--- config.mk ---
export PLATFORM = sky130hd
export DESIGN_NAME = hsk_serial_tx
export DESIGN_NICKNAME = d
export VERILOG_FILES = /design/src/rtl/hsk_tx_pkg.sv /design/src/rtl/hsk_bit_timer.sv /design/src/rtl/hsk_pkt_queue.sv /design/src/rtl/hsk_frame_shifter.sv /design/src/rtl/hsk_ready_track.sv /design/src/rtl/hsk_serial_tx.sv
export SDC_FILE = /design/constraint.sdc
export NUM_CORES = 1
export LEC_CHECK = 0
export BUFFER_PORTS_ARGS = -buffer_cell sky130_fd_sc_hd__buf_4
export CAP_MARGIN = 5
export CORE_MARGIN = 2
export CORE_UTILIZATION = 40
export DETAILED_ROUTE_END_ITERATION = 6
export PLACE_DENSITY_LB_ADDON = 0.1
export REMOVE_ABC_BUFFERS = 1
export SYNTH_ARGS = -nofsm -noshare
export SYNTH_HDL_FRONTEND = slang
export SYNTH_SLANG_ARGS = --single-unit
--- constraint.sdc ---
create_clock -name clk -period 1.91 [get_ports clk]
set_clock_uncertainty 0.1 [all_clocks]
set_input_delay 0.382 -clock clk [delete_from_list [all_inputs] [get_ports clk]]
set_output_delay 0.382 -clock clk [all_outputs]
set_load 0.01 [all_outputs]
--- src/rtl/hsk_tx_pkg.sv ---
// Package: shared types for the handshaked serial link transmitter.
// Assumes nothing; holds the packet-kind encoding used by the shifter.
package hsk_tx_pkg;

    // Kind of packet currently occupying the line.
    typedef enum logic [1:0] {
        PK_NONE = 2'd0,
        PK_ACK  = 2'd1,
        PK_DATA = 2'd2
    } pkt_kind_t;

endpackage

--- src/rtl/hsk_bit_timer.sv ---
// Module: hsk_bit_timer
// Divides the system clock into a one-cycle bit tick. The divisor is
// SLOW_DIV, or SLOW_DIV/2 when fast_sel is high. Assumes SLOW_DIV >= 4,
// so that ticks never land on consecutive cycles. While tick_en is low
// the count holds and no tick is produced.
module hsk_bit_timer #(
    parameter int SLOW_DIV = 10
) (
    input  logic clk,
    input  logic rst_n,
    input  logic fast_sel,
    input  logic tick_en,
    output logic tick
);
    localparam int FAST_DIV = SLOW_DIV / 2;
    localparam int CW       = $clog2(SLOW_DIV);

    logic [CW-1:0] cnt_q;
    logic [CW-1:0] limit;
    logic          wrap;

    // Pick the terminal count for the selected rate.
    assign limit = fast_sel ? CW'(FAST_DIV - 1) : CW'(SLOW_DIV - 1);
    assign wrap  = (cnt_q >= limit);
    assign tick  = tick_en && wrap;

    // Advance the divider; a switch to the fast rate above the limit wraps at once.
    always_ff @(posedge clk) begin
        if (!rst_n) begin
            cnt_q <= '0;
        end else if (tick_en) begin
            cnt_q <= wrap ? '0 : cnt_q + CW'(1);
        end
    end

    // ticks are isolated pulses.
    assert_tick_gap_R4: assert property (@(posedge clk) disable iff (!rst_n)
        tick |=> !tick)
        else $error("bit tick on two consecutive cycles");

    // with timing disabled the divider holds.
    assert_hold_when_off_R9: assert property (@(posedge clk) disable iff (!rst_n)
        !tick_en |=> $stable(cnt_q))
        else $error("divider moved while timing disabled");

endmodule

--- src/rtl/hsk_pkt_queue.sv ---
// Module: hsk_pkt_queue
// Remembers one pending acknowledge request and one pending data byte
// until the shifter grants them. A new request in the grant cycle stays
// pending. Assumes the shifter never grants data while an acknowledge
// is pending.
module hsk_pkt_queue #(
    parameter int DATA_W = 8
) (
    input  logic              clk,
    input  logic              rst_n,
    input  logic              load_acc,
    input  logic [DATA_W-1:0] byte_in,
    input  logic              ack_req,
    input  logic              grant_ack,
    input  logic              grant_data,
    output logic              ack_pend,
    output logic              data_pend,
    output logic [DATA_W-1:0] data_hold
);
    // Track the pending acknowledge and data flags.
    always_ff @(posedge clk) begin
        if (!rst_n) begin
            ack_pend  <= 1'b0;
            data_pend <= 1'b0;
        end else begin
            ack_pend  <= (ack_pend & ~grant_ack) | ack_req;
            data_pend <= (data_pend & ~grant_data) | load_acc;
        end
    end

    // Capture the byte when the load is accepted.
    always_ff @(posedge clk) begin
        if (!rst_n) begin
            data_hold <= '0;
        end else if (load_acc) begin
            data_hold <= byte_in;
        end
    end

    // data is never granted over a waiting acknowledge.
    assert_ack_first_R6: assert property (@(posedge clk) disable iff (!rst_n)
        grant_data |-> !ack_pend)
        else $error("data granted while acknowledge pending");

    // a grant only ever serves something pending.
    assert_grant_valid_R10: assert property (@(posedge clk) disable iff (!rst_n)
        (grant_ack |-> ack_pend) and (grant_data |-> data_pend))
        else $error("grant without pending packet");

endmodule

--- src/rtl/hsk_frame_shifter.sv ---
// Module: hsk_frame_shifter
// Owns the line register. On each bit tick it either shifts out the next
// bit of the current packet or, if the line is free, starts a new packet
// (acknowledge before data) or drives the idle low level. Flags data_done
// at the tick that ends a data packet's stop bit. Assumes tick pulses are
// one cycle wide.
module hsk_frame_shifter
    import hsk_tx_pkg::*;
#(
    parameter int DATA_W = 8
) (
    input  logic              clk,
    input  logic              rst_n,
    input  logic              tick,
    input  logic              ack_pend,
    input  logic              data_pend,
    input  logic [DATA_W-1:0] data_in,
    output logic              grant_ack,
    output logic              grant_data,
    output logic              data_done,
    output logic              line_out
);
    localparam int FRAME = DATA_W + 3;
    localparam int SW    = FRAME - 1;
    localparam int RW    = $clog2(FRAME);

    logic [SW-1:0] sh_q;
    logic [RW-1:0] rem_q;
    pkt_kind_t     kind_q;
    logic          free;

    // The line is free at a tick with no bits left of the current packet.
    assign free       = tick && (rem_q == '0);
    assign grant_ack  = free && ack_pend;
    assign grant_data = free && data_pend && !ack_pend;
    assign data_done  = free && (kind_q == PK_DATA);

    // Shift the current packet or start the next one on each tick.
    always_ff @(posedge clk) begin
        if (!rst_n) begin
            line_out <= 1'b0;
            sh_q     <= '0;
            rem_q    <= '0;
            kind_q   <= PK_NONE;
        end else if (tick) begin
            if (rem_q != '0) begin
                line_out <= sh_q[0];
                sh_q     <= sh_q >> 1;
                rem_q    <= rem_q - RW'(1);
            end else if (grant_ack) begin
                line_out <= 1'b1;
                sh_q     <= '0;
                rem_q    <= RW'(1);
                kind_q   <= PK_ACK;
            end else if (grant_data) begin
                line_out <= 1'b1;
                sh_q     <= {1'b0, data_in, 1'b1};
                rem_q    <= RW'(FRAME - 1);
                kind_q   <= PK_DATA;
            end else begin
                line_out <= 1'b0;
                kind_q   <= PK_NONE;
            end
        end
    end

    // the line only moves on a bit tick.
    assert_line_steady_R4: assert property (@(posedge clk) disable iff (!rst_n)
        !tick |=> $stable(line_out))
        else $error("line changed between bit ticks");

    // a data packet ends on a low stop bit.
    assert_stop_low_R2: assert property (@(posedge clk) disable iff (!rst_n)
        data_done |-> !line_out)
        else $error("stop bit not low");

    // the second bit of an acknowledge is low.
    assert_ack_second_low_R3: assert property (@(posedge clk) disable iff (!rst_n)
        grant_ack |=> (line_out && sh_q[0] == 1'b0))
        else $error("acknowledge packet shape wrong");

endmodule

--- src/rtl/hsk_ready_track.sv ---
// Module: hsk_ready_track
// Decides when the host may load a byte. A load is accepted only while
// out_ready is high. After acceptance it waits for both the end of the
// data packet and an acknowledge pulse from the receiver, in either order.
// Acknowledge pulses while out_ready is high are dropped.
module hsk_ready_track (
    input  logic clk,
    input  logic rst_n,
    input  logic tx_load,
    input  logic ack_seen,
    input  logic data_done,
    output logic load_acc,
    output logic out_ready
);
    logic sent_q;
    logic acked_q;

    assign load_acc = tx_load && out_ready;

    // Collect the two completion conditions of the outstanding byte.
    always_ff @(posedge clk) begin
        if (!rst_n) begin
            out_ready <= 1'b1;
            sent_q    <= 1'b0;
            acked_q   <= 1'b0;
        end else if (load_acc) begin
            out_ready <= 1'b0;
            sent_q    <= 1'b0;
            acked_q   <= 1'b0;
        end else if (!out_ready) begin
            if (data_done) sent_q  <= 1'b1;
            if (ack_seen)  acked_q <= 1'b1;
            if ((sent_q || data_done) && (acked_q || ack_seen)) out_ready <= 1'b1;
        end
    end

    // an accepted load drops ready in the next cycle.
    assert_load_drops_ready_R7: assert property (@(posedge clk) disable iff (!rst_n)
        load_acc |=> !out_ready)
        else $error("ready still high after load");

    // ready returns only once the acknowledge has arrived.
    assert_rise_needs_ack_R8: assert property (@(posedge clk) disable iff (!rst_n)
        $rose(out_ready) |-> $past(acked_q || ack_seen))
        else $error("ready rose without acknowledge");

    // ready returns only once the packet has been sent.
    assert_rise_needs_sent_R8: assert property (@(posedge clk) disable iff (!rst_n)
        $rose(out_ready) |-> $past(sent_q || data_done))
        else $error("ready rose before stop bit ended");

endmodule

--- src/rtl/hsk_serial_tx.sv ---
// Module: hsk_serial_tx (top)
// Transmit side of a byte-acknowledged serial link: sends data packets on
// host loads and acknowledge packets on receiver requests over one line,
// and holds out_ready low until the outstanding byte has been sent and
// acknowledged. Assumes ack_req and ack_seen are one-cycle pulses from
// the local receiver in this clock domain.
module hsk_serial_tx #(
    parameter int SLOW_DIV = 10,
    parameter int DATA_W   = 8
) (
    input  logic              clk,
    input  logic              rst_n,
    input  logic              fast_sel,
    input  logic              tick_en,
    input  logic [DATA_W-1:0] tx_byte,
    input  logic              tx_load,
    input  logic              ack_req,
    input  logic              ack_seen,
    output logic              line_out,
    output logic              out_ready
);
    logic              tick;
    logic              load_acc;
    logic              ack_pend;
    logic              data_pend;
    logic [DATA_W-1:0] data_hold;
    logic              grant_ack;
    logic              grant_data;
    logic              data_done;

    hsk_bit_timer #(.SLOW_DIV(SLOW_DIV)) u_timer (
        .clk      (clk),
        .rst_n    (rst_n),
        .fast_sel (fast_sel),
        .tick_en  (tick_en),
        .tick     (tick)
    );

    hsk_ready_track u_ready (
        .clk       (clk),
        .rst_n     (rst_n),
        .tx_load   (tx_load),
        .ack_seen  (ack_seen),
        .data_done (data_done),
        .load_acc  (load_acc),
        .out_ready (out_ready)
    );

    hsk_pkt_queue #(.DATA_W(DATA_W)) u_queue (
        .clk        (clk),
        .rst_n      (rst_n),
        .load_acc   (load_acc),
        .byte_in    (tx_byte),
        .ack_req    (ack_req),
        .grant_ack  (grant_ack),
        .grant_data (grant_data),
        .ack_pend   (ack_pend),
        .data_pend  (data_pend),
        .data_hold  (data_hold)
    );

    hsk_frame_shifter #(.DATA_W(DATA_W)) u_shift (
        .clk        (clk),
        .rst_n      (rst_n),
        .tick       (tick),
        .ack_pend   (ack_pend),
        .data_pend  (data_pend),
        .data_in    (data_hold),
        .grant_ack  (grant_ack),
        .grant_data (grant_data),
        .data_done  (data_done),
        .line_out   (line_out)
    );

    // the line is low in the first cycle after reset.
    assert_idle_after_reset_R1: assert property (@(posedge clk)
        !rst_n |=> (!line_out && out_ready))
        else $error("reset state wrong");

endmodule

## Word level (Yosys, flattened, before mapping)

Index checks and enable logic that the tools add are counted.

| word-level totals | value |
|---|---|
| bits in read-only memories | 0 |
| input port bits | 15 |
| output and inout port bits | 2 |
| logic and storage cells | 59 |
| RAM bits | 0 |
| bits in registers | 34 |
| latch bits | 0 |
| memories | 0 |

| cells by class | value |
|---|---|
| divide/modulo/power cells | 0 |
| multipliers | 0 |
| shift-type cells | 0 |
| magnitude comparators | 1 |
| add/sub/neg operators | 2 |
| muxes and demuxes | 16 |
| bitwise logic cells | 9 |
| equal/unequal tests | 1 |
| reduce and logical (&&, ||, !) cells | 19 |

Operators with widths:

| kind | number |
|---|---|
| $mux W10 | 3 |
| $mux W4 | 5 |
| $logic_and A1 B1 Y1 | 8 |
| $reduce_and A2 Y1 | 4 |
| $mux W1 | 6 |
| $not A1 Y1 | 5 |
| $add A4 B1 Y4 const B | 1 |
| $ge A4 B4 Y1 | 1 |
| $logic_not A4 Y1 | 1 |
| $mux W2 | 2 |
| $reduce_bool A4 Y1 | 1 |
| $sub A4 B1 Y4 const B | 1 |
| $reduce_bool A3 Y1 | 1 |
| $and A1 B1 Y1 | 2 |
| $eq A2 B2 Y1 const B | 1 |
| $logic_or A1 B1 Y1 | 2 |
| $or A1 B1 Y1 | 2 |
| $reduce_or A2 Y1 | 1 |
| $logic_not A1 Y1 | 1 |

## Longest topological paths before layout

Gate-level depths: netlist (run 1).

| logic depth | value |
|---|---|
| depth in word-level cells | 10 |
| mapped depth | 8 |
| gate-level depth less buffers | 6 |

## Hierarchy

A second synthesis (run 1) with hierarchy kept.

| unflattened totals | value |
|---|---|
| cell total of the unflattened synthesis | 180 |
| area total of the unflattened synthesis | 1,694.1 µm² |

By module, submodules not included:

| module | sequential area each (µm²) | cells an instance | instances | area an instance (µm²) |
|---|---|---|---|---|
| hsk_frame_shifter | 320.3 | 106 | 1 | 902.1 |
| hsk_pkt_queue | 200.2 | 31 | 1 | 369.1 |
| hsk_bit_timer | 80.1 | 30 | 1 | 292.8 |
| hsk_ready_track | 60.1 | 13 | 1 | 130.1 |

## Least setup slack after synthesis (run 1)

OpenSTA, ideal clock, no wires.

| path | value |
|---|---|
| kind | input port to flip-flop |
| start point | input port fast_sel |
| end point | register u_timer.cnt_q[0] |
| library setup time | 64 ps |
| buffers on the path | 2 |
| data required time | 1,746 ps |
| slack | 133 ps |
| arrival | 1,613 ps |
| cell stages on the path | 8 |
| cells stage by stage | inv_1 > ha_1 > nor3b_1 > o22a_1 > buf_4 > buf_4 > nand2_1 > nor2_1 |

| between the ends | value |
|---|---|
| word-level cells in the longest chain between the ends | 3 |

Ends and longest elaborated chain:

| item | line | source |
|---|---|---|
| start: declaration | hsk_serial_tx.sv:13 | `input logic fast_sel,` |
| $mux W4 | hsk_bit_timer.sv:23 | `assign limit = fast_sel ? CW'(FAST_DIV - 1) : CW'(SLOW_DIV - 1);` |
| $ge A4 B4 Y1 | hsk_bit_timer.sv:24 | `assign wrap = (cnt_q >= limit);` |
| $mux W4 | hsk_bit_timer.sv:32 | `cnt_q <= wrap ? '0 : cnt_q + CW'(1);` |
| end signal: assignment | hsk_bit_timer.sv:32 |  |
| end: declaration | hsk_bit_timer.sv:18 | `logic [CW-1:0] cnt_q;` |

No other way between the ends.
A chain may end at the register's enable or synchronous reset.

## Worst setup path in the final report (run 1)

| path | value |
|---|---|
| start point | register u_shift.rem_q[1] |
| end point | register u_shift.rem_q[3] |

| between the ends | value |
|---|---|
| word-level cells in the longest chain between the ends | 6 |

Ends and longest elaborated chain:

| item | line | source |
|---|---|---|
| start: declaration | hsk_frame_shifter.sv:28 | `logic [RW-1:0] rem_q;` |
| start signal: assignment | hsk_frame_shifter.sv:49 | `rem_q <= rem_q - RW'(1);` |
| start signal: assignment | hsk_frame_shifter.sv:58 | `rem_q <= RW'(FRAME - 1);` |
| $logic_not A4 Y1 | hsk_frame_shifter.sv:33 | `assign free = tick && (rem_q == '0);` |
| $logic_and A1 B1 Y1 | hsk_frame_shifter.sv:33 |  |
| $logic_and A1 B1 Y1 (2 in series) | hsk_frame_shifter.sv:35 | `assign grant_data = free && data_pend && !ack_pend;` |
| $reduce_bool A3 Y1 (no line) | n/a |  |
| $reduce_and A2 Y1 (no line) | n/a |  |

Parallel ways exist; a longest one is shown, timed or not.

==> impl_results.md, run 1 <==
* Count of different cell masters after synthesis at 37
* Non-filler instance count after layout at 257
* Reg2Reg Capture Point: u_shift.rem_q[3]
* Initial cell density of the core at 42.0%
* Async S/R FF share, synth at 0%
* H-tree levels at 2
* Flop2flop setup slack at 0.04 ns
* CTS tree: yes
* Remaining DRCs at 0
* Unrepaired setup endpoints after global routing: yes
* Pre-antenna DRT Iters at 4
* Sequential cell area at roughly 660 sq um
* CP Class: flop to flop
* Die width at 66.3 um
* Clk network pwr share at between 30% and 40%
* Worst min path class: primary input to flop
* CP arrival at about 2.0 ns
* Most frequent cells in the layout: dfxtp_1, buf_4, a21oi_1, nand2_1, nor2_1
* Total Power at 1.68 mW
* CTS Buf Count at 5
* Number of synthesized flops with an enable pin at 0
* Most used DFF post-synth: dfxtp_1
* Seq pwr share at 44.5%
* Clock root cell: clkbuf_8
* Antenna Cells at 0
* NetSw at roughly 400 uW
* Inst Count DP at 249
* Post-DP Area at 0.00179 sq mm
* Synth warn at 0
* Reg clk slew, reported paths at 0.07 ns
* Slew HR at roughly 69%
* Global Route Usage Sum at ~18%
* Share of post-route cells with drive strength above 1 at 27.3%
* Switching share of total power at 24.0%
* Area contributors post-synth: dfxtp_1, a21oi_1, o221a_2, nand2_1, nor2_1
* Grt ovf at 0
* Worst EP required at 2.00 ns
* Worst setup SP type: flop
* Worst skew pair latency at 0.28 ns
* First-pass GRT wire length at 5.85 mm
* Comb power frac at 15.6%
* Worst-Margin Slew at 0.462 ns
* Final wirelength at around 3.4 mm
* Gate Count Post-Synth at between 150 and 200
* WL/cell at between 10 and 15 um
* CTS Hold Bufs at 0
* Hold_sp: tx_byte[2]
* Die area at around 0.0044 sq mm
* Routability cong. at 0.814
* Mapped Area at 0.00155 sq mm
* Crit path max fanout at 5
* Sequential share of the synthesized area at about 43%
* Initial antenna violation count at 0
* FF-to-FF path depth at 7
* Vias at 1357
* Layout net count at approximately 230
* Total core area at 0.00369 sq mm
* # Max-Cap Violations at 0
* Area leader, netlist: dfxtp_1
* Min-Delay Path Depth at 3
* Worst vdd ir at 591 uV
* P_leak at 0.807 nW
* Vias in the first global route at about 1.3k
* Vias/cell at 5.28
* Tmin final at 1.87 ns
* Avg Cell Area, Syn at 8.52 sq um
* Final slew viol count at 0
* Worst r2r src: u_shift.rem_q[1]
* Row count at 22
* Crit. End Element: flop
* Final hold vios at 0
* Final non-filler cell area at 0.00194 sq mm
* DP HPWL at around 2.5 mm
* Layout area overhead at 25.3%
* Yosys top cell area share at 42.6%
* PD cells at 864 mW/mm^2
* Commonest non-fill, non-tap cell in the layout: dfxtp_1
* Setup violators final at 0
* PortBufs at 16
* Largest net degree at the start of global routing at 23
* Die Y at between 60 and 70 um
* Max frequency at 0.535 GHz
* Sink Count at 33
* Internal at 1.27 mW
* Fill cells at 378
* Hold Path Sink: u_queue.data_hold[2]
* # IOs at 17
* Status: finished clean
* ANT nets after route at 0
* #FFs+latches synth at 33
* Final period util at 97.9%
* Number of DRC markers in iteration 0 at 83
* CTS max path bufs at 2
* Multi-input gate area at 826 sq um
==> power groups by stage <==
stage / combinational, mW / clock [mW] / sequential, mW
finish: 0.262 / 0.669 / 0.746
global route: 0.297 / 0.726 / 0.749
CTS: 0.257 / 0.687 / 0.745
detailed placement: 0.254 / 0 / 0.760
global placement: 0.246 / 0 / 0.759
floorplan: 0.146 / 0 / 0.758
==> layout make-up <==
cell class                 count  share of cell area (%)
clock inverter                 1                    1.55
inverter                      11                    2.13
sequential                    33                    34.0
tap                           48                    3.09
multi-input combinational    127                    42.5
timing repair buffer          30                    12.2
clock buffer                   7                    4.45
==> how the worst max path moves through the flow <==
stage                      from                to  slack [ns]  cells past startpoint
6_report       u_shift.rem_q[1]  u_shift.rem_q[3]        0.04                      7
2_1_floorplan  u_shift.rem_q[0]  u_shift.rem_q[0]       -0.55                      6
3_3_place_gp           fast_sel   u_shift.sh_q[4]        -0.1                      7
5_1_grt        u_timer.cnt_q[3]  u_shift.line_out       -0.04                      6
3_5_place_dp           fast_sel   u_shift.sh_q[5]       -0.17                      7
4_1_cts        u_shift.rem_q[0]  u_shift.rem_q[3]       -0.02                      7
==> through the flow <==
stage	util, %	hold slack, ns	setup WS (ns)	TNS [ns]
6_report	52.6	0.241	0.0392	0
5_1_grt	52.6	0.230	-0.0393	-0.0705
4_1_cts	51.8	0.234	-0.0161	-0.0161
3_5_place_dp	48.5	0.350	-0.174	-2.09
3_3_place_gp	48.5	0.348	-0.0993	-0.978
2_1_floorplan	-	0.336	-0.548	-6.57
==> logic make-up after synthesis <==
logic type	count (synthesis)	share of synthesized area (%)
buffers and inverters	22	6.70
xor gates and xnor gates	3	1.70
and+or+nand+nor	57	18.2
muxes	2	1.29
DFF	33	42.6
adders and majority gates	5	4.04
AOI/OAI and AO/OA	60	25.5
==> worst max-delay path, cell delays in order, from the launching register on <==
cell	delay (ns)
dfxtp_1	0.32
inv_1	0.09
ha_4	0.15
or3b_4	0.40
buf_4	0.17
nor2_4	0.12
nand3_2	0.12
a311oi_2	0.30
==> cell usage after synthesis, drive strengths merged, types with 2 or more instances <==
cell,count
a21oi,28
and2,2
buf,6
clkbuf,5
clkinv,2
dfxtp,33
ha,5
inv,9
mux2i,2
nand2,20
nand3,3
nand4,2
nor2,19
nor3,3
nor3b,2
o21ai,8
o21bai,7
o221a,8
o221ai,2
or3,3
xor2,2
==> flip-flops by register name (all words and copies together), names as in the netlist <==
signal / flops
u_shift.kind_q: 2
u_shift.line_out: 1
u_shift.sh_q: 9
u_queue.data_hold: 8
u_queue.data_pend: 1
u_queue.ack_pend: 1
u_ready.sent_q: 1
u_ready.acked_q: 1
u_timer.cnt_q: 4
u_ready.out_ready: 1
u_shift.rem_q: 4
==> routing by layer <==
metal  vias up  global-route usage (%)  share of wire [%]
li1        694                       -                  -
met1       632                    22.5                 49
met2        23                    27.3                 45
met3         8                    6.47                3.7
met4         0                    6.63                2.2
met5         -                       0                  0
==> what timing repair did <==
item / in CTS / in global routing
pin swaps: 0 / 3
gates resized for setup: 2 / 7
endpoints found under the setup margin: 8 / 9
endpoints found under the hold margin: 0 / 0
buffers inserted: 0 / 0
Power figures use the tool's default switching activity.
==> inputs of run 2 (changes only) <==
CTS_BUF_LIST = sky130_fd_sc_hd__clkbuf_16   (was unset)
==> run 2 against run 1 <==
  * Sequential power barely moved
  * Cell count unchanged
  * Via count fell by 1.3%
  * Combinational power is essentially flat
  * Total power rose by 12%
  * Die area unchanged
  * Final area rose by 2.1%
  * Setup slack better by 0.0077 ns
  * Sequential share of layout area decreased by 0.71 points
  * Fmax up 0.42%
  * Worst hold slack improved by 0.015 ns
  * Highest routed layer unchanged
  * Global-route usage up 0.065 points
==> impl_results.md, run 2 (same netlist as run 1, synthesis figures left out) <==
* Slew HR at 69.2% (about the same)
* ANT nets after route at 0 (unchanged)
* FF-to-FF path depth at 7 (unchanged)
* Initial antenna violation count at 0 (unchanged)
* Status: finished clean (unchanged)
* Setup TNS at 0 ns (unchanged)
* Fill cells at 368 (was 378)
* Unrepaired setup endpoints after global routing: yes (unchanged)
* Vias in the first global route at 1309 (was 1313)
* Hold_sp: tx_byte[2] (unchanged)
* Global Route Usage Sum at 17.8% (was 17.7%)
* Crit. End Element: flop (unchanged)
* Hold WS at 0.256 ns (was 0.241 ns)
* Reg clk slew, reported paths at 0.05 ns (was 0.07 ns)
* Layout net count at 228 (unchanged)
* CP Class: flop to flop (unchanged)
* Final WS setup at 0.0470 ns (was 0.0392 ns)
* Reg2Reg Capture Point: u_shift.rem_q[3] (unchanged)
* First-pass GRT wire length at 5.85 mm (unchanged)
* Routability cong. at 0.814 (unchanged)
* Inst Count DP at 249 (unchanged)
* CTS tree: yes (unchanged)
* Final slew viol count at 0 (unchanged)
* Non-filler instance count after layout at 257 (unchanged)
* Worst min path class: primary input to flop (unchanged)
* Worst EP required at 1.99 ns (was 2.00 ns)
* # Max-Cap Violations at 0 (unchanged)
* Worst r2r src: u_shift.rem_q[1] (unchanged)
* P_leak at 0.829 nW (was 0.807 nW)
* Vias at 1339 (was 1357)
* Most frequent cells in the layout: dfxtp_1, buf_4, a21oi_1, nand2_1, nor2_1 (unchanged)
* WL/cell at 12.9 um (was 13.0 um)
* Hold Path Sink: u_queue.data_hold[2] (unchanged)
* Commonest non-fill, non-tap cell in the layout: dfxtp_1 (unchanged)
* H-tree levels at 2 (unchanged)
* Number of flip-flops in the largest register at 9 (unchanged)
* Die area at 0.00439 sq mm (unchanged)
* Die Y at 66.3 um (unchanged)
* Grt ovf at 0 (unchanged)
* Share of post-route cells with drive strength above 1 at 26.3% (was 27.3%)
* Final wirelength at 3.32 mm (was 3.35 mm)
* Max frequency at 0.537 GHz (was 0.535 GHz)
* CTS Hold Bufs at 0 (unchanged)
* Crit-path cells: inv_1, ha_4, or3b_4, buf_4, nor2_4, nand3_2, a311oi_2 (unchanged)
* Setup violators final at 0 (unchanged)
* Final hold vios at 0 (unchanged)
* Max stage delay on crit path at 0.40 ns (about the same)
* Initial cell density of the core at 42.0% (unchanged)
* Antenna Cells at 0 (unchanged)
* Pre-antenna DRT Iters at 4 (unchanged)
* Vias/cell at 5.21 (was 5.28)
* Largest net degree at the start of global routing at 23 (unchanged)
* Total core area at 0.00369 sq mm (unchanged)
* Post-DP Area at 0.00179 sq mm (unchanged)
* Layout area overhead at 27.9% (was 25.3%)
* Final period util at 97.5% (was 97.9%)
* CTS max path bufs at 2 (unchanged)
* Flop2flop setup slack at 0.05 ns (was 0.04 ns)
* Number of DRC markers in iteration 0 at 86 (was 83)
* Biggest regs: u_shift.sh_q x9, u_queue.data_hold x8 (unchanged)
* PD cells at 947 mW/mm^2 (was 864 mW/mm^2)
* Die width at 66.3 um (unchanged)
* PortBufs at 16 (unchanged)
* Most flops, register: u_shift.sh_q (unchanged)
* Crit path max fanout at 5 (unchanged)
* Worst setup SP type: flop (unchanged)
* Row count at 22 (unchanged)
* Clock root cell: clkbuf_16 (was clkbuf_8)
* Tmin final at 1.86 ns (was 1.87 ns)
* Worst skew pair latency at 0.27 ns (was 0.28 ns)
* Post-CTS Setup Bufs at 0 (unchanged)
* Min-Delay Path Depth at 3 (unchanged)
* Worst vdd ir at 597 uV (was 591 uV)
* CP max stage cell: or3b_4 (unchanged)
* # IOs at 17 (unchanged)
* DP HPWL at 2.49 mm (unchanged)
* Worst-Margin Slew at 0.462 ns (about the same)
* Sink Count at 33 (unchanged)
* Final non-filler cell area at 0.00198 sq mm (was 0.00194 sq mm)
* Remaining DRCs at 0 (unchanged)
* CP arrival at 1.94 ns (was 1.96 ns)
* CTS Buf Count at 5 (unchanged)
* Setup Slack @ Placement at -0.174 ns (unchanged)
## run 2: cell count changes in the layout (fill, tap and decap cells not counted), sizes merged
cell | before | now
clkinv | 2 | 3
clkbuf | 7 | 5
inv | 9 | 10
## run 2: critical path: cells and delay by family, from the launching register on
family / cells / cell delay (ns)
compound gates: 1 / 0.30
fa+ha+maj: 1 / 0.15
buf+inv: 2 / 0.26
flops: 1 / 0.31
simple gates: 3 / 0.64
## run 2: repair_timing
| item | 4_1_cts | 5_1_grt |
|---|---|---|
| resized for setup | 2 | 6 |
| pin swaps | 0 | 3 |
| endpoints found under the setup margin | 8 | 9 |
## run 2: cell type report
class,instances,area (sq um),share of cell area (%)
Timing Repair Buffer,30,238,12.0
Clock buffer,5,125,6.31
Multi-Input combinational cell,127,821,41.4
Sequential cell,33,661,33.3
Clock inverter,3,37.5,1.89
Tap cell,48,60.1,3.03
Inverter,11,41.3,2.08
## run 2: where the power goes
group | internal, mW | leakage [nW] | switching, mW
sequential | 0.722 | 0.269 | 0.0247
combinational | 0.128 | 0.477 | 0.133
clock | 0.604 | 0.0826 | 0.266
## run 2: worst max-delay path by stage
stage | startpoint | to | depth (start not counted)
floorplan | u_shift.rem_q[0] | u_shift.rem_q[0] | 6
global placement | fast_sel | u_shift.sh_q[4] | 7
detailed placement | fast_sel | u_shift.sh_q[5] | 7
CTS | u_shift.rem_q[0] | u_shift.rem_q[3] | 7
global route | u_shift.rem_q[1] | u_shift.rem_q[3] | 7
finish | u_shift.rem_q[1] | u_shift.rem_q[3] | 7
## run 2: metal layers
| layer | GRT usage (%) | part of all wire (%) | up-vias |
|---|---|---|---|
| met5 | 0 | 0 | - |
| met4 | 7.40 | 1.7 | 0 |
| met3 | 6.47 | 3.6 | 5 |
| met2 | 27.0 | 46 | 15 |
| met1 | 22.6 | 49 | 625 |
| li1 | - | - | 694 |
## run 2: through the flow
stage	util (%)	power, mW
final	53.8	1.88
after global routing	53.8	1.98
after CTS	53.1	1.89
after detailed placement	48.5	1.01
after global placement	48.5	1.00
after floorplan	-	0.905
==> inputs of run 3 (changes only) <==
--- a/config.mk
+++ b/config.mk
@@ -9,9 +9,10 @@
 export CAP_MARGIN = 5
 export CORE_MARGIN = 2
-export CORE_UTILIZATION = 40
+export CORE_UTILIZATION = 39
 export CTS_BUF_LIST = sky130_fd_sc_hd__clkbuf_16
 export DETAILED_ROUTE_END_ITERATION = 6
 export PLACE_DENSITY_LB_ADDON = 0.1
 export REMOVE_ABC_BUFFERS = 1
+export SLEW_MARGIN = 25
 export SYNTH_ARGS = -nofsm -noshare
 export SYNTH_HDL_FRONTEND = slang
==> constraint.sdc (replaced) <==
create_clock -name clk -period 1.91 [get_ports clk]
set_clock_uncertainty 0.1 [all_clocks]
set_input_delay 0 -clock clk [delete_from_list [all_inputs] [get_ports clk]]
set_output_delay 0 -clock clk [all_outputs]
set_load 0.01 [all_outputs]
==> run 3 against run 2 <==
  * Final area grew 5.1%
  * Clock power is 15% lower
  * Sequential share of layout area is 1.6 points lower
  * Worst hold slack improved by 0.10 ns
  * Combinational power rose by 10%
  * Clock-buffer cell count did not move
  * Cell count up 4.7%
  * Setup slack improved by 0.025 ns
  * Die area increased by 2.4%
  * Non-clock buffer count increased by 13
  * First-iteration DRC count shrank 21%
  * Flip-flop and latch count stayed put
==> impl_results.md, run 3 (same netlist as run 1, synthesis figures left out) <==
* Status: finished clean (unchanged)
* ANT nets after route at 0 (unchanged)
* Initial cell density of the core at 41.4% (was 42.0%)
* Total Power at 1.77 mW (was 1.88 mW)
* P_leak at 0.869 nW (was 0.829 nW)
* # Max-Cap Violations at 0 (unchanged)
* Number of flip-flops in the largest register at 9 (unchanged)
* Antenna Cells at 0 (unchanged)
* Global Route Usage Sum at 18.5% (was 17.8%)
* Routability cong. at 0.764 (was 0.814)
* Row count at 22 (unchanged)
* Most frequent cells in the layout: dfxtp_1, buf_4, a21oi_1, nand2_1, nor2_1 (unchanged)
* Crit path max fanout at 11 (was 5)
* Final WS setup at 0.0725 ns (was 0.0470 ns)
* Pre-antenna DRT Iters at 4 (unchanged)
* PD cells at 851 mW/mm^2 (was 947 mW/mm^2)
* Inst Count DP at 248 (was 249)
* Post-DP Area at 0.00177 sq mm (was 0.00179 sq mm)
* Clock root cell: clkbuf_16 (unchanged)
* Final wirelength at 3.64 mm (was 3.32 mm)
* WL/cell at 13.5 um (was 12.9 um)
* # IOs at 17 (unchanged)
* Reg clk slew, reported paths at 0.05 ns (about the same)
* Worst r2r src: u_timer.cnt_q[3] (was u_shift.rem_q[1])
* Sink Count at 33 (unchanged)
* Setup Slack @ Placement at -0.0299 ns (was -0.174 ns)
* Vias at 1403 (was 1339)
* Grt ovf at 0 (unchanged)
* Vias in the first global route at 1368 (was 1309)
* Die width at 67.0 um (was 66.3 um)
* H-tree levels at 2 (unchanged)
* Final slew viol count at 0 (unchanged)
* CTS Buf Count at 5 (unchanged)
* CP Launch Point: u_timer.cnt_q[3] (was u_shift.rem_q[1])
* PortBufs at 16 (unchanged)
* Biggest regs: u_shift.sh_q x9, u_queue.data_hold x8 (unchanged)
* Die Y at 67.0 um (was 66.3 um)
* Tmin final at 1.84 ns (was 1.86 ns)
* Vias/cell at 5.22 (was 5.21)
* Slew HR at 62.7% (was 69.2%)
* Final non-filler cell area at 0.00208 sq mm (was 0.00198 sq mm)
* Crit. End Element: flop (unchanged)
* DP HPWL at 2.44 mm (was 2.49 mm)
* Max frequency at 0.544 GHz (was 0.537 GHz)
* Worst EP required at 1.99 ns (about the same)
* First-pass GRT wire length at 6.20 mm (was 5.85 mm)
* Non-filler instance count after layout at 269 (was 257)
* Worst skew pair latency at 0.27 ns (about the same)
* Final period util at 96.2% (was 97.5%)
* Setup violators final at 0 (unchanged)
* Worst-Margin Slew at 0.558 ns (was 0.462 ns)
* Commonest non-fill, non-tap cell in the layout: dfxtp_1 (unchanged)
* Worst min path class: flop to flop (was primary input to flop)
* Most flops, register: u_shift.sh_q (unchanged)
* Flop2flop setup slack at 0.07 ns (was 0.05 ns)
* Worst setup SP type: flop (unchanged)
* Final hold vios at 0 (unchanged)
* Worst vdd ir at 523 uV (was 597 uV)
* Unrepaired setup endpoints after global routing: no (was yes)
* Total core area at 0.00374 sq mm (was 0.00369 sq mm)
* CP Class: flop to flop (unchanged)
* Share of post-route cells with drive strength above 1 at 24.9% (was 26.3%)
* Die area at 0.00450 sq mm (was 0.00439 sq mm)
* CP arrival at 1.92 ns (was 1.94 ns)
* CTS max path bufs at 2 (unchanged)
* Number of DRC markers in iteration 0 at 68 (was 86)
* Initial antenna violation count at 0 (unchanged)
* Largest net degree at the start of global routing at 19 (was 23)
* Layout area overhead at 34.5% (was 27.9%)
* Layout net count at 241 (was 228)
* Remaining DRCs at 0 (unchanged)
* CTS tree: yes (unchanged)
* Hold_sp: u_queue.data_hold[1] (was tx_byte[2])
[run 3: per-stage QoR]
step	utilization (%)	hold slack [ns]	setup TNS (ns)
2_1_floorplan	-	-0.0214	-6.53
3_3_place_gp	47.3	0.138	0
3_5_place_dp	47.3	0.153	-0.0299
4_1_cts	54.3	0.362	0
5_1_grt	55.7	0.374	0
6_report	55.7	0.359	0
[run 3: critical path, cell delays in order (launching register included)]
cell      delay (ns)
dfxtp_1         0.34
ha_4            0.28
nand3_2         0.07
o22a_1          0.24
buf_6           0.15
or3_4           0.36
a311oi_2        0.20
[run 3: path summary, 6_finish.rpt]
path	to	cells past startpoint
worst max-delay path	u_shift.rem_q[3]	6
worst min-delay path	u_queue.data_hold[1]	2
worst max register to register	u_shift.rem_q[3]	6
worst min register to register	u_queue.data_hold[1]	2
[run 3: repair_timing]
| action | in CTS | in global routing |
|---|---|---|
| hold buffers | 13 | 0 |
| buffers inserted | 0 | 2 |
| gates resized for setup | 0 | 9 |
| pin swaps | 1 | 3 |
| setup endpoints to repair | 1 | 14 |
| hold endpoints to repair | 22 | 0 |
[run 3: power by group]
| part | switching, mW | leakage (nW) | internal [mW] |
|---|---|---|---|
| Clock | 0.274 | 0.0685 | 0.465 |
| Combinational | 0.142 | 0.531 | 0.146 |
| Sequential | 0.0247 | 0.269 | 0.722 |
| Total | 0.441 | 0.869 | 1.33 |
[run 3: final cells by class]
class | instances | area [sq um]
clock buffers | 5 | 125
clock inverters | 2 | 7.51
fillers | 356 | 1660
inverters | 11 | 41.3
multi-input cells | 127 | 830
flip-flops and latches | 33 | 662
well taps | 48 | 60.1
repair buffers | 43 | 359
[run 3: per-layer routing]
| metal | up-vias | routed length, um | track usage [%] |
|---|---|---|---|
| met5 | - | 0 | 0 |
| met4 | 0 | 18 | 6.63 |
| met3 | 2 | 105 | 5.57 |
| met2 | 22 | 1670 | 30.1 |
| met1 | 659 | 1840 | 23.1 |
| li1 | 720 | - | - |
